**src/rtl/sel_alu_pkg.sv**
```systemverilog
package sel_alu_pkg;
  localparam int unsigned DATA_W  = 16;
  localparam int unsigned SLICE_W = 4;
  localparam int unsigned SEL_W   = 6;
  localparam int unsigned FLG_W   = 3;

  localparam int unsigned FLG_CY = 0;
  localparam int unsigned FLG_EQ = 1;
  localparam int unsigned FLG_NE = 2;

  typedef struct packed {
    logic       cin;
    logic       logic_mode;
    logic [3:0] fn;
  } alu_sel_t;
endpackage

```
**src/rtl/sel_alu_rst_sync.sv**
```systemverilog
module sel_alu_rst_sync #(
  parameter int unsigned STAGES = 2
) (
  input  logic clk,
  input  logic rst_n,
  output logic rst_sn
);
  logic [STAGES-1:0] sync_q;
  logic [STAGES-1:0] sync_d;

  always_comb begin
    sync_d = {sync_q[STAGES-2:0], 1'b1};
  end

  always_ff @(posedge clk or negedge rst_n) begin
    if (!rst_n) sync_q <= '0;
    else        sync_q <= sync_d;
  end

  assign rst_sn = sync_q[STAGES-1];
endmodule

```
**src/rtl/sel_alu_slice.sv**
```systemverilog
module sel_alu_slice #(
  parameter int unsigned W = 4
) (
  input  logic [W-1:0] a,
  input  logic [W-1:0] b,
  input  logic [3:0]   fn,
  input  logic         logic_mode,
  input  logic         cin,
  output logic [W-1:0] f,
  output logic         cout
);
  logic [W-1:0] x_term;
  logic [W-1:0] y_term;
  logic [W:0]   sum;

  always_comb begin
    x_term = a | (b & {W{fn[0]}}) | (~b & {W{fn[1]}});
    y_term = (a & b & {W{fn[3]}}) | (a & ~b & {W{fn[2]}});
    sum    = {1'b0, x_term} + {1'b0, y_term} + {{W{1'b0}}, cin};
    if (logic_mode) begin
      f    = ~(x_term ^ y_term);
      cout = 1'b0;
    end else begin
      f    = sum[W-1:0];
      cout = sum[W];
    end
  end
endmodule

```
**src/rtl/sel_alu_chain.sv**
```systemverilog
module sel_alu_chain
  import sel_alu_pkg::*;
#(
  parameter int unsigned DW = DATA_W,
  parameter int unsigned SW = SLICE_W
) (
  input  logic [DW-1:0] a,
  input  logic [DW-1:0] b,
  input  alu_sel_t      sel,
  output logic [DW-1:0] result,
  output logic          carry
);
  localparam int unsigned NSL = DW / SW;

  logic [NSL:0] chain;

  assign chain[0] = sel.cin;

  for (genvar g = 0; g < NSL; g++) begin : g_slice
    sel_alu_slice #(.W(SW)) u_slice (
      .a         (a[g*SW +: SW]),
      .b         (b[g*SW +: SW]),
      .fn        (sel.fn),
      .logic_mode(sel.logic_mode),
      .cin       (chain[g]),
      .f         (result[g*SW +: SW]),
      .cout      (chain[g+1])
    );
  end

  assign carry = sel.logic_mode ? 1'b0 : chain[NSL];
endmodule

```
**src/rtl/sel_alu_eq.sv**
```systemverilog
module sel_alu_eq #(
  parameter int unsigned DW    = 16,
  parameter int unsigned CHUNK = 8
) (
  input  logic [DW-1:0] a,
  input  logic [DW-1:0] b,
  output logic          eq,
  output logic          ne
);
  localparam int unsigned NCH = DW / CHUNK;

  logic [NCH-1:0] part_eq;

  for (genvar g = 0; g < NCH; g++) begin : g_chunk
    assign part_eq[g] = (a[g*CHUNK +: CHUNK] == b[g*CHUNK +: CHUNK]);
  end

  assign eq = &part_eq;
  assign ne = ~eq;
endmodule

```
**src/rtl/sel_alu_unit.sv**
```systemverilog
module sel_alu_unit
  import sel_alu_pkg::*;
#(
  parameter int unsigned DW = DATA_W
) (
  input  logic          clk,
  input  logic          rst_n,
  input  logic [DW-1:0] bus_in,
  input  logic          ld_a,
  input  logic          ld_b,
  input  logic          ld_c,
  input  logic          ld_s,
  input  logic          ld_flg,
  input  logic          oe_a,
  input  logic          oe_res,
  output logic [DW-1:0] bus_out,
  output logic          bus_en,
  output logic [FLG_W-1:0] flags
);
  logic              rst_sn;
  logic [DW-1:0]     a_q, a_d;
  logic [DW-1:0]     b_q, b_d;
  logic [DW-1:0]     c_q, c_d;
  alu_sel_t          s_q, s_d;
  logic [FLG_W-1:0]  flg_q, flg_d;
  logic [DW-1:0]     alu_res;
  logic              alu_cy;
  logic              cmp_eq;
  logic              cmp_ne;

  sel_alu_rst_sync #(.STAGES(2)) u_rst (
    .clk   (clk),
    .rst_n (rst_n),
    .rst_sn(rst_sn)
  );

  sel_alu_chain #(.DW(DW), .SW(SLICE_W)) u_alu (
    .a     (a_q),
    .b     (b_q),
    .sel   (s_q),
    .result(alu_res),
    .carry (alu_cy)
  );

  sel_alu_eq #(.DW(DW), .CHUNK(DW/2)) u_cmp (
    .a (a_q),
    .b (c_q),
    .eq(cmp_eq),
    .ne(cmp_ne)
  );

  always_comb begin
    a_d   = ld_a ? bus_in : a_q;
    b_d   = ld_b ? bus_in : b_q;
    c_d   = ld_c ? bus_in : c_q;
    s_d   = ld_s ? alu_sel_t'(bus_in[SEL_W-1:0]) : s_q;
    flg_d = flg_q;
    if (ld_flg) begin
      flg_d[FLG_CY] = alu_cy;
      flg_d[FLG_EQ] = cmp_eq;
      flg_d[FLG_NE] = cmp_ne;
    end
  end

  always_ff @(posedge clk or negedge rst_sn) begin
    if (!rst_sn) begin
      a_q   <= '0;
      b_q   <= '0;
      c_q   <= '0;
      s_q   <= '0;
      flg_q <= '0;
    end else begin
      a_q   <= a_d;
      b_q   <= b_d;
      c_q   <= c_d;
      s_q   <= s_d;
      flg_q <= flg_d;
    end
  end

  always_comb begin
    if (oe_a)        bus_out = a_q;
    else if (oe_res) bus_out = alu_res;
    else             bus_out = '0;
    bus_en = oe_a | oe_res;
  end

  assign flags = flg_q;
endmodule

```
**config.mk**
```make
export PLATFORM = sky130hd
export DESIGN_NAME = sel_alu_unit
export DESIGN_NICKNAME = d
export VERILOG_FILES = /design/src/rtl/sel_alu_pkg.sv /design/src/rtl/sel_alu_rst_sync.sv /design/src/rtl/sel_alu_slice.sv /design/src/rtl/sel_alu_chain.sv /design/src/rtl/sel_alu_eq.sv /design/src/rtl/sel_alu_unit.sv
export SDC_FILE = /design/constraint.sdc
export NUM_CORES = 1
export LEC_CHECK = 0
export BUFFER_PORTS_ARGS = -buffer_cell sky130_fd_sc_hd__buf_2
export CORE_ASPECT_RATIO = 0.6
export CORE_MARGIN = 4
export CORE_UTILIZATION = 45
export CTS_CLUSTER_SIZE = 24
export DETAILED_ROUTE_END_ITERATION = 7
export PLACE_DENSITY = 0.68
export SYNTH_ARGS = -nofsm -noshare
export SYNTH_HDL_FRONTEND = slang
export SYNTH_SLANG_ARGS = --single-unit
```
**constraint.sdc**
```tcl
create_clock -name clk -period 15 [get_ports clk]
set_clock_uncertainty 0.05 [all_clocks]
set_input_delay 0.75 -clock clk [delete_from_list [all_inputs] [get_ports clk]]
set_output_delay 0.75 -clock clk [all_outputs]
set_load 0.01 [all_outputs]
```
After elaboration in Yosys (flattened, before gate mapping)
Index checks and enable logic that the tools add are counted.
{"block": "word_totals", "ff_bits": 59, "input_bits": 25, "out_inout_bits": 20, "word_cells": 79}
{"block": "op_classes", "add_sub_neg": 8, "n_eq_ne": 2, "mux": 10, "bitwise": 50, "reduce_logical": 1}
{"operator": "AND 4 bit", "count": 24}
{"operator": "OR 4 bit", "count": 12}
{"operator": "two-way mux 16 bit", "count": 2}
{"operator": "inverter 4 bit", "count": 8}
{"operator": "adder 4 x 4 -> 5 bit", "count": 4}
{"operator": "adder 5 x 1 -> 5 bit", "count": 4}
{"operator": "== test 8 bit", "count": 2}
{"operator": "two-way mux 4 bit", "count": 4}
{"operator": "XOR 4 bit", "count": 4}
{"operator": "two-way mux 1 bit", "count": 4}
{"operator": "AND reduction 2 bit", "count": 1}
{"operator": "inverter 1 bit", "count": 1}
{"operator": "OR 1 bit", "count": 1}

Longest topological paths before layout
Gate-level depths: netlist (run 1).
{"block": "depth", "word_depth": 15, "mapped_depth": 25}

Cells and area by module
A second synthesis (run 1) with hierarchy kept.
{"block": "hier_totals", "cells_unflattened": 320, "area_unflattened_um2": 3982.6}
{"module": "sel_alu_unit", "n_inst": 1, "cells_each": 146, "area_each_um2": 2477.4}
{"module": "sel_alu_slice", "n_inst": 4, "cells_each": 37, "area_each_um2": 312.8}
{"module": "sel_alu_eq", "n_inst": 1, "cells_each": 22, "area_each_um2": 186.4}
{"module": "sel_alu_rst_sync", "n_inst": 1, "cells_each": 3, "area_each_um2": 53.8}
{"module": "sel_alu_chain", "n_inst": 1, "cells_each": 1, "area_each_um2": 13.8}

Least setup slack after synthesis (run 1)
OpenSTA, ideal clock, no wires.
{"block": "synth_timing", "kind": "register to output", "from": "reg b_q[0]", "to": "out bus_out[13]", "arrival_ns": 5.162, "required_time_ns": 14.200, "setup_slack_ns": 9.038, "stages_incl_launch_ff": 25, "n_path_buf": 0, "path_cell_list": "dfrtp_1 mux2_2 and2_1 inv_1 fa_1 fa_1 nor2b_1 o21a_1 o21bai_1 fa_1 fa_1 nor2b_1 o21a_1 o21bai_1 fa_1 fa_1 nor2b_1 o21a_1 o21bai_1 fa_1 inv_1 fa_1 nor2_1 a21oi_1 a22o_1"}
{"block": "synth_via", "elab_chain_cells": 15, "word_cells_on_any_way": 21, "cone_classes": "add/sub (5); mux (6); bitwise (10)"}
{"item": "start, declared", "line": "sel_alu_unit.sv:22", "rtl": "logic [DW-1:0] b_q, b_d;"}
{"item": "start signal, assigned", "line": "sel_alu_unit.sv:68", "rtl": "b_q <= '0;"}
{"item": "start signal, assigned", "line": "sel_alu_unit.sv:74", "rtl": "b_q <= b_d;"}
{"item": "inverter 4 bit", "line": "sel_alu_slice.sv:17, sel_alu_slice.sv:18"}
{"item": "AND 4 bit (2 in series)", "line": "sel_alu_slice.sv:18", "rtl": "y_term = (a & b & {W{fn[3]}}) | (a & ~b & {W{fn[2]}});"}
{"item": "OR 4 bit", "line": "sel_alu_slice.sv:18"}
{"item": "adder 4 x 4 -> 5 bit *", "line": "sel_alu_slice.sv:19", "rtl": "sum = {1'b0, x_term} + {1'b0, y_term} + {{W{1'b0}}, cin};"}
{"item": "adder 5 x 1 -> 5 bit *", "line": "sel_alu_slice.sv:19"}
{"item": "two-way mux 1 bit *", "line": "sel_alu_slice.sv:20", "rtl": "if (logic_mode) begin"}
{"item": "adder 5 x 1 -> 5 bit *", "line": "sel_alu_slice.sv:19"}
{"item": "two-way mux 1 bit *", "line": "sel_alu_slice.sv:20"}
{"item": "adder 5 x 1 -> 5 bit *", "line": "sel_alu_slice.sv:19"}
{"item": "two-way mux 1 bit *", "line": "sel_alu_slice.sv:20"}
{"item": "adder 5 x 1 -> 5 bit *", "line": "sel_alu_slice.sv:19"}
{"item": "two-way mux 4 bit *", "line": "sel_alu_slice.sv:20"}
{"item": "two-way mux 16 bit *", "line": "sel_alu_unit.sv:83", "rtl": "else if (oe_res) bus_out = alu_res;"}
{"item": "two-way mux 16 bit *", "line": "sel_alu_unit.sv:82", "rtl": "if (oe_a) bus_out = a_q;"}
{"item": "end, declared", "line": "sel_alu_unit.sv:16", "rtl": "output logic [DW-1:0] bus_out,"}
Mark *: on every way between the ends. The rest lies on a longest branch, timed or not.

Final worst setup path (run 1)
{"block": "layout_timing", "from": "reg s_q[3] (netlist name)", "to": "out bus_out[13]"}
{"block": "layout_via", "elab_chain_cells": 13, "word_cells_on_any_way": 24, "cone_classes": "add/sub (8); mux (6); bitwise (10)"}
{"item": "start, declared", "line": "sel_alu_unit.sv:24", "rtl": "alu_sel_t s_q, s_d;"}
{"item": "start signal, assigned", "line": "sel_alu_unit.sv:70", "rtl": "s_q <= '0;"}
{"item": "start signal, assigned", "line": "sel_alu_unit.sv:76", "rtl": "s_q <= s_d;"}
{"item": "AND 4 bit", "line": "sel_alu_slice.sv:18"}
{"item": "OR 4 bit", "line": "sel_alu_slice.sv:18"}
{"item": "adder 4 x 4 -> 5 bit", "line": "sel_alu_slice.sv:19"}
{"item": "adder 5 x 1 -> 5 bit", "line": "sel_alu_slice.sv:19"}
{"item": "two-way mux 1 bit", "line": "sel_alu_slice.sv:20"}
{"item": "adder 5 x 1 -> 5 bit", "line": "sel_alu_slice.sv:19"}
{"item": "two-way mux 1 bit", "line": "sel_alu_slice.sv:20"}
{"item": "adder 5 x 1 -> 5 bit", "line": "sel_alu_slice.sv:19"}
{"item": "two-way mux 1 bit", "line": "sel_alu_slice.sv:20"}
{"item": "adder 5 x 1 -> 5 bit", "line": "sel_alu_slice.sv:19"}
{"item": "two-way mux 4 bit *", "line": "sel_alu_slice.sv:20"}
{"item": "two-way mux 16 bit *", "line": "sel_alu_unit.sv:83"}
{"item": "two-way mux 16 bit *", "line": "sel_alu_unit.sv:82"}
Marks and branches as above.

==> out/results.ini, run 1 <==
[finish]
fill_cells=717
syn2layout_area_growth_pct=15.4
antenna_cells=0
layout.nets=419
final_util_pct=54.7
drive_gt1_share_pct=34.4

[sta]
hold_violations=0
period_share_pct=47.4
worst_pin_slew_ns=0.739
setup_viol=0
drv_slew=0
period_minus_slack_ns=7.11
clock.fmax_mhz=141
setup_tns_ns=0
relSlewSlack_pct=50.7
grt_setup_unrepaired=no

[floorplan]
coreArea_sq_um=8040
dieArea_sq_um=10100
die_h_microns=79.3
start_util_pct=47.4
die_w_microns=127
rows=25
pin_count=45

[pwr]
power_density_nw_per_um2=124
p_leak_nw=2.00
peakVddDrop_mv=0.0921

[routing]
totalWireLength_mm=8.89
ant_nets=0
via_per_inst=5.48
drtIter0Drc=125
vias=2646
drcViolationCount=0
post_drt_wl_per_cell_microns=18.4
first_pass_iters=5

[global_routing]
grt_overflow_total=0
grt_pass1_wl_mm=14.7
grt_antenna_before_repair=0
track_usage_pct=19.2
busiest_layer=met1
grt_start_max_net_pins=58
grt_use_met1_pct=28.1
met2_usage_pct=26.7
first_global_vias=2749
met3_usage_pct=5.31

[synth]
synthCells=330
yosysTopAreaCellShare_pct=38.7
synth_area_leaders=dfrtp_1, mux2_2, nor2b_1
netlist_area_sq_um=3810
yosysTopAreaCell=dfrtp_1
ys_seq_area_share_pct=38.7
ys_ff_latch=59
syn_area_per_cell_sq_um=11.5
synth_warnings=0
yosys.cell_types.count=35
synth_nets=379

[worst_setup_path]
reg2reg_depth=25
slowest_delay_ns=0.68
cp-start-kind=flop
crit_arrival_ns=6.31
crit_type=reg2out
crit_buf_inv=3
endpoint_kind=output pin
cp_top_family=adder cells
crit_cells=25
cp_common_cell=fa_1
cp.required_ns=14.20
crit_fanout=17
cp_slowest_cell=dfrtp_1

[clock_network]
clock_sinks=59
clockBufferDepth=2
clkLatencyLatePin_ns=0.33
post_cts_resized=0
clk_pin_slew_ns=0.05
tritoncts=built
cts_root_buf=clkbuf_16
hold_buffers=0
cts_setup_buffers=0
cts_buffers=9
htreeDepth=3

[outcome]
status=finished, final reports clean

[place]
place_congestion=0.883
hpwl_mm=6.32
portBuffers=44

[hold_path]
hold_class=in2async

[flow_run]
drv_cap=0

state kept, by name, indices dropped and copies added (netlist names):
register,cells
a_q,16
b_q,16
c_q,16
s_q,6
flags,3
u_rst.sync_q,2
through the flow:
stage,instance area [sq um],setup WS [ns],power (mW),instances,hold WS (ns)
6_report,4400,7.89,0.545,483,0.141
4_1_cts,4400,7.85,0.552,483,0.129
3_3_place_gp,4100,8.45,0.339,467,0.286
3_5_place_dp,4100,8.24,0.342,467,0.285
5_1_grt,4400,7.47,0.579,483,0.130
2_1_floorplan,3810,9.04,0.301,330,0.281
placed cells by master (no fill, tap or decap), types with 5 or more instances in the layout:
cell type,netlist,layout
ha_1,16,16
a22o_1,11,11
buf_2,9,44
inv_1,17,17
fa_1,8,8
o21ai_0,6,6
nor2_1,6,6
a211o_1,16,16
a32o_1,5,5
and2_1,7,7
nor2b_1,36,36
mux2i_1,16,16
dfrtp_1,59,58
xor2_1,15,15
clkbuf_16,0,9
mux2_2,61,61
worst paths after layout:
path | start | end | slack, ns
max in group asynchronous | u_rst.sync_q[1] | b_q[4] | 14.04
worst max register to register | s_q[3] | flags[0] | 9.12
worst max-delay path | s_q[3] | bus_out[13] | 7.89
worst min register to register | u_rst.sync_q[0] | u_rst.sync_q[1] | 0.30
worst min-delay path | rst_n | u_rst.sync_q[0] | 0.14
min in group clk | u_rst.sync_q[0] | u_rst.sync_q[1] | 0.30
logic make-up (layout without fill, tap and decap cells):
group                      count (synthesis)  in the layout  synth area share [%]
buffers and inverters                     35             80                  3.97
DFF                                       59             59                  38.7
muxes                                     77             77                  22.2
other                                      1              1                0.0984
adders and majority gates                 24             24                  9.45
AOI/OAI and AO/OA                         53             53                  11.4
and+or+nand+nor                           62             62                  9.75
xor gates and xnor gates                  19             19                  4.37
metal layers:
metal | vias to the layer above | routed length [microns]
li1 | 1259 | -
met1 | 1309 | 4590
met2 | 65 | 3660
met3 | 13 | 473
met4 | 0 | 162
met5 | - | 0
Yosys cell counts, drive strengths merged:
cell,instances
a211o,16
a21bo,4
a21o,1
a21oi,2
a22o,11
a32o,5
and2,7
buf,12
clkbuf,6
conb,1
dfrtp,59
fa,8
ha,16
inv,17
mux2,61
mux2i,16
nand2,2
nand3b,4
nand4,1
nor2,6
nor2b,36
nor3,1
nor4,3
o21a,3
o21ai,6
o21bai,3
o22a,1
o22ai,1
or2,1
or3,1
xnor2,4
xor2,15
area by class of cell:
cell class	instances	area (sq um)	share of cell area, %
clock buffer	11	243	5.52
clock inverter	5	52.6	1.19
inverter	17	63.8	1.45
timing repair buffer	47	243	5.52
sequential	59	1480	33.6
multi-input combinational	236	2180	49.6
tap	108	135	3.07
power by group:
part           internal (mW)  switching, mW  leakage [nW]
Sequential             0.175         0.0218         0.690
Combinational         0.0752         0.0684          1.17
Clock                  0.132         0.0727         0.145
Total                  0.382          0.163          2.00
(Power assumes the default switching activity.)
==> run 2: changes to the inputs <==
Settings changed: ABC_AREA set to 1.
Clock period 15 ns to 6.8 ns, I/O delays scaled along.
==> run 2 against run 1 <==
Utilization up 0.56 points. Clock-buffer cell count is 2 lower. Wire length up 9.6%. Highest routed layer unchanged. Total power increased by 110%.
==> out/results.ini, run 2 <==
[finish]
final_common_cell=nand2_1  ; was mux2_2
antenna_cells=0  ; unchanged
stdcell_area_sq_um=4430  ; was 4400 sq um
biggestRegsByFlops=a_q (16), b_q (16), c_q (16)  ; unchanged
final_cell_mix=nand2_1, o21ai_0, inv_1  ; was mux2_2, dfrtp_1, buf_2
fill_cells=785  ; was 717
layout.nets=616  ; was 419
drive_gt1_share_pct=17.0  ; was 34.4%
syn2layout_area_growth_pct=17.1  ; was 15.4%
instances_no_fill=680  ; was 483

[outcome]
status=finished, final reports clean  ; unchanged

[floorplan]
coreArea_sq_um=8010  ; was 8040 sq um
pin_count=45  ; unchanged
rows=25  ; unchanged
dieArea_sq_um=9980  ; was 10100 sq um
die_w_microns=126  ; was 127 microns
start_util_pct=47.2  ; was 47.4%
die_h_microns=79.0  ; was 79.3 microns

[flow_run]
drv_cap=0  ; unchanged

[sta]
hold_violations=0  ; unchanged
period_minus_slack_ns=6.27
clock.fmax_mhz=159
hold_ws_ns=0.189  ; was 0.141 ns
drv_slew=0  ; unchanged
setup_viol=0  ; unchanged
setup_tns_ns=0  ; unchanged
relSlewSlack_pct=50.6  ; was 50.7%
worst_pin_slew_ns=0.742  ; was 0.739 ns
grt_setup_unrepaired=no  ; unchanged
period_share_pct=92.2

[global_routing]
grt_overflow_total=0  ; unchanged
grt_start_max_net_pins=58  ; unchanged
grt_pass1_wl_mm=16.6  ; was 14.7 mm
first_global_vias=3341  ; was 2749
grt_use_met1_pct=29.9  ; was 28.1%
track_usage_pct=21.3  ; was 19.2%
met3_usage_pct=5.71  ; was 5.31%
grt_antenna_before_repair=0  ; unchanged
met2_usage_pct=32.7  ; was 26.7%
busiest_layer=met2  ; was met1

[synth]
synth_area_leaders=dfrtp_1, nand2_1, o21ai_0  ; was dfrtp_1, mux2_2, nor2b_1
synthArstFlopShare_pct=100  ; unchanged
synthCells=521  ; was 330
synth_common_cells=nand2_1, o21ai_0, inv_1  ; was mux2_2, dfrtp_1, nor2b_1
netlist_area_sq_um=3780  ; was 3810 sq um
ys_seq_area_share_pct=39.1  ; was 38.7%
synth_edf_count=0  ; unchanged
yosysTopAreaCell=dfrtp_1  ; unchanged
syn_area_per_cell_sq_um=7.26  ; was 11.5 sq um
ys.flop_type=dfrtp_1  ; unchanged
synth_warnings=0  ; unchanged
yosys.cell_types.count=23  ; was 35
yosysTopAreaCellShare_pct=39.1  ; was 38.7%
ys_ff_latch=59  ; unchanged
yosysMostFrequentCell=nand2_1  ; was mux2_2
synth_nets=570  ; was 379

[worst_setup_path]
slowest_delay_ns=0.44  ; was 0.68 ns
cp.required_ns=6.41  ; was 14.20 ns
crit_arrival_ns=5.88  ; was 6.31 ns
cp_top_family=adder cells  ; unchanged
crit_buf_inv=7  ; was 3
cp_slowest_cell=fa_1  ; was dfrtp_1
rrSetupSlack_ns=1.20  ; was 9.12 ns
crit_fanout=8  ; was 17
crit_type=reg2out  ; unchanged
cp-start-kind=flop  ; unchanged
endpoint_kind=output pin  ; unchanged

[clock_network]
clk_pin_slew_ns=0.06  ; was 0.05 ns
cts_buffers=9  ; unchanged
clockBufferDepth=2  ; unchanged
cts_root_buf=clkbuf_16  ; unchanged
tritoncts=built  ; unchanged
clkLatencyLatePin_ns=0.34  ; was 0.33 ns
clock_sinks=59  ; unchanged
htreeDepth=3  ; unchanged

[routing]
drtIter0Drc=285  ; was 125
vias=3467  ; was 2646
via_per_inst=5.10  ; was 5.48
ant_nets=0  ; unchanged
post_drt_wl_per_cell_microns=14.3  ; was 18.4 microns
totalWireLength_mm=9.74  ; was 8.89 mm
drcViolationCount=0  ; unchanged
first_pass_iters=5  ; unchanged

[pwr]
internal-power_mw=0.741  ; was 0.382 mW
pwr-share-comb_pct=26.1  ; was 26.4%
switching_share_pct=33.9  ; was 29.9%
p_clk_share_pct=37.4  ; was 37.6%
peakVddDrop_mv=0.139  ; was 0.0921 mV
p_leak_nw=2.25  ; was 2.00 nW
power_density_nw_per_um2=253  ; was 124 nW/um^2
p_sw_mw=0.381  ; was 0.163 mW
total_power_mw=1.12  ; was 0.545 mW
p_seq_share_pct=36.6  ; was 36.1%

[place]
hpwl_mm=6.98  ; was 6.32 mm
portBuffers=44  ; unchanged
dp_cells=658  ; was 467
place_congestion=0.838  ; was 0.883
dpl-instance-area_sq_um=4080  ; was 4100 sq um

[hold_path]
hold_class=in2reg  ; was in2async

run 2: cell count changes after synthesis, sizes merged, moves of 36 or more:
cell	before	now
mux2	61	10
inv	17	76
nor2b	36	0
nand2	2	138
nor2	6	43
o21ai	6	90
run 2: worst paths after layout:
path                                  from              end  cells past startpoint
min                                 ld_flg         flags[2]                      3
max                                 s_q[3]      bus_out[13]                     28
max reg2reg                         s_q[3]         flags[0]                     29
max in group asynchronous  u_rst.sync_q[1]           a_q[4]                      1
min reg2reg                u_rst.sync_q[0]  u_rst.sync_q[1]                      0
min in group asynchronous            rst_n  u_rst.sync_q[0]                      2
run 2: per-layer routing:
| layer | routed length (microns) | part of all wire [%] |
|---|---|---|
| met1 | 4730 | 49 |
| met2 | 4350 | 45 |
| met3 | 566 | 5.8 |
| met4 | 102 | 1.0 |
| met5 | 0 | 0 |
run 2: what timing repair did:
action	CTS	global route
gates resized for setup	0	6
hold buffers	1	0
endpoints found under the hold margin	2	0
buffers inserted	0	5
endpoints found under the setup margin	0	3
run 2: layout make-up:
class | instances | area, sq um | share of cell area (%)
multi-input cells | 365 | 1930 | 43.7
inverters | 77 | 293 | 6.62
clock buffers | 9 | 225 | 5.09
well taps | 108 | 135 | 3.05
repair buffers | 55 | 305 | 6.90
flip-flops and latches | 59 | 1480 | 33.4
clock inverters | 7 | 55.1 | 1.24
run 2: power by group through the flow:
stage | Clock, mW | Sequential, mW | Combinational, mW
floorplan | 0 | 0.411 | 0.202
global placement | 0 | 0.414 | 0.276
detailed placement | 0 | 0.415 | 0.285
CTS | 0.426 | 0.409 | 0.287
global route | 0.444 | 0.415 | 0.343
finish | 0.419 | 0.410 | 0.293
run 2: cells by family after synthesis:
logic type / count (synthesis) / synth area share [%]
other: 1 / 0.0992
multiplexers: 10 / 2.98
buffers and inverters: 97 / 10.1
flip-flops: 59 / 39.1
adder cells (fa/ha/maj): 24 / 9.53
AND/OR/NAND/NOR: 213 / 22.6
AO/OA/AOI/OAI: 117 / 15.7
run 2: per-stage QoR:
stage / utilization (%) / worst slack [ns]
CTS: 54.6 / 0.351
global route: 55.3 / 0.00395
global placement: 51.0 / 0.899
detailed placement: 51.0 / 0.736
floorplan: - / 1.26
finish: 55.3 / 0.529
run 2: worst reg2reg max path: cells and delay by family, from the launching register on:
family / cells / cell delay (ns)
DFF: 1 / 0.32
adders and majority gates: 8 / 2.93
and+or+nand+nor: 6 / 0.52
AOI/OAI and AO/OA: 9 / 1.11
buffers and inverters: 6 / 0.61
==> run 3: changes to the inputs <==
Settings changed: PLACE_DENSITY 0.68 to 0.7.
Clock period 6.8 ns to 8 ns, I/O delays scaled along.
==> run 3 against run 2 <==
First-iteration DRC count is 29% lower. Sequential power decreased by 14%. Non-clock buffer count down 9. Via count about the same. Final cell count shrank 1.3%. Combinational power fell by 19%. Global-route usage shrank 0.81 points. Sequential share of layout area rose by 0.69 points. Sequential cell count did not move. Critical path depth shrank 1. Worst setup slack better by 0.53 ns. Critical path type unchanged. Largest cell class unchanged.
==> out/results.ini, run 3 (synthesis gave the netlist of run 2 again) <==
[worst_setup_path]
crit_fanout=17  ; was 8
cp_top_family=adder cells  ; unchanged
cp-start-kind=flop  ; unchanged
slowest_delay_ns=0.71  ; was 0.44 ns
cp.required_ns=7.55  ; was 6.41 ns
cp_slowest_cell=dfrtp_1  ; was fa_1
crit_buf_inv=6  ; was 7
crit_arrival_ns=6.49  ; was 5.88 ns
endpoint_kind=output pin  ; unchanged
crit_type=reg2out  ; unchanged
rrSetupSlack_ns=1.78  ; was 1.20 ns
cp_common_cell=fa_1

[sta]
hold_violations=0  ; unchanged
drv_slew=0  ; unchanged
setup_viol=0  ; unchanged
hold_ws_ns=0.251  ; was 0.189 ns
grt_setup_unrepaired=no  ; unchanged
period_minus_slack_ns=6.94
clock.fmax_mhz=144
period_share_pct=86.7
relSlewSlack_pct=50.2  ; was 50.6%
worst_pin_slew_ns=0.747  ; was 0.742 ns
setup_tns_ns=0  ; unchanged

[clock_network]
clk_pin_slew_ns=0.05  ; was 0.06 ns
tritoncts=built  ; unchanged
clkLatencyLatePin_ns=0.33  ; was 0.34 ns
cts_buffers=9  ; unchanged
clockBufferDepth=2  ; unchanged
clock_sinks=59  ; unchanged
htreeDepth=3  ; unchanged
cts_root_buf=clkbuf_16  ; unchanged
cts_setup_buffers=0  ; unchanged

[global_routing]
grt_antenna_before_repair=0  ; unchanged
met2_usage_pct=31.1  ; was 32.7%
first_global_vias=3283  ; was 3341
grt_overflow_total=0  ; unchanged
grt_pass1_wl_mm=15.9  ; was 16.6 mm
track_usage_pct=20.5  ; was 21.3%
met3_usage_pct=5.38  ; was 5.71%
grt_use_met1_pct=28.5  ; was 29.9%
grt_start_max_net_pins=58  ; unchanged
busiest_layer=met2  ; unchanged

[finish]
ff_latch_area_sq_um=1480  ; unchanged
fill_cells=777  ; was 785
final_common_cell=nand2_1  ; unchanged
syn2layout_area_growth_pct=14.7  ; was 17.1%
drive_gt1_share_pct=14.2  ; was 17.0%
instances_no_fill=671  ; was 680
antenna_cells=0  ; unchanged
layout.nets=607  ; was 616
multi_input_area_sq_um=1920  ; was 1930 sq um
final_cell_mix=nand2_1, o21ai_0, inv_1  ; unchanged
biggestRegsByFlops=a_q (16), b_q (16), c_q (16)  ; unchanged

[routing]
drcViolationCount=0  ; unchanged
first_pass_iters=5  ; unchanged
ant_nets=0  ; unchanged
vias=3470  ; was 3467
post_drt_wl_per_cell_microns=14.3  ; about the same
totalWireLength_mm=9.59  ; was 9.74 mm
drtIter0Drc=201  ; was 285
via_per_inst=5.17  ; was 5.10

[floorplan]
dieArea_sq_um=9980  ; unchanged
rows=25  ; unchanged
pin_count=45  ; unchanged
die_h_microns=79.0  ; unchanged
start_util_pct=47.2  ; unchanged
coreArea_sq_um=8010  ; unchanged
die_w_microns=126  ; unchanged

[pwr]
total_power_mw=0.941  ; was 1.12 mW
power_density_nw_per_um2=217  ; was 253 nW/um^2
p_leak_nw=2.22  ; was 2.25 nW
peakVddDrop_mv=0.126  ; was 0.139 mV

[flow_run]
drv_cap=0  ; unchanged

[place]
portBuffers=44  ; unchanged
place_congestion=0.885  ; was 0.838
dp_cells=654  ; was 658
hpwl_mm=6.90  ; was 6.98 mm

[hold_path]
hold_class=in2reg  ; unchanged

[outcome]
status=finished, final reports clean  ; unchanged

[run 3: cell count changes in the layout (fill, tap and decap cells not counted), sizes merged]
cell | before | now
buf | 54 | 45
clkbuf | 9 | 14
inv | 75 | 76
clkinvlp | 6 | 0
[run 3: path summary, 6_finish.rpt]
kind | start | to | cells after the start
setup / recovery | s_q[2] | bus_out[13] | 27
hold / removal | ld_flg | flags[2] | 3
setup reg to reg | s_q[2] | flags[0] | 28
hold reg to reg | u_rst.sync_q[0] | u_rst.sync_q[1] | 0
max in group asynchronous | u_rst.sync_q[1] | a_q[12] | 1
min in group asynchronous | rst_n | u_rst.sync_q[1] | 2
[run 3: metal layers]
metal | wire length, microns | share of wire, % | vias to the layer above
met4 | 110 | 1.1 | 0
met2 | 4160 | 43 | 92
li1 | - | - | 1740
met5 | 0 | 0 | -
met3 | 520 | 5.4 | 10
met1 | 4800 | 50 | 1628
[run 3: per-stage QoR]
| step | worst slack, ns | utilization [%] | cell area, sq um |
|---|---|---|---|
| floorplan | 2.40 | - | 3780 |
| global placement | 1.67 | 50.6 | 4050 |
| detailed placement | 1.46 | 50.6 | 4050 |
| CTS | 1.09 | 54.1 | 4340 |
| global route | 0.559 | 54.1 | 4340 |
| finish | 1.06 | 54.1 | 4340 |
[run 3: final cells by class]
cell class              count  share of cell area [%]
clock buffers              14                    6.09
clock inverters             2                   0.231
inverters                  77                    6.67
multi-input cells         365                    44.3
flip-flops and latches     59                    34.1
well taps                 108                    3.12
repair buffers             46                    5.48
[run 3: report_power, final]
| part | switching (mW) | internal (mW) |
|---|---|---|
| clock network | 0.126 | 0.225 |
| registers | 0.0284 | 0.326 |
| logic | 0.147 | 0.0883 |
[run 3: repair_timing]
| item | CTS | global route |
|---|---|---|
| gates resized for setup | 0 | 0 |
| endpoints found under the hold margin | 2 | 0 |
| hold buffers | 1 | 0 |
| setup endpoints to repair | 0 | 0 |
[run 3: worst min-delay path, stage by stage]
cell and delay (ns):
buf_2 0.10, nand2_1 0.05, nand2_1 0.05
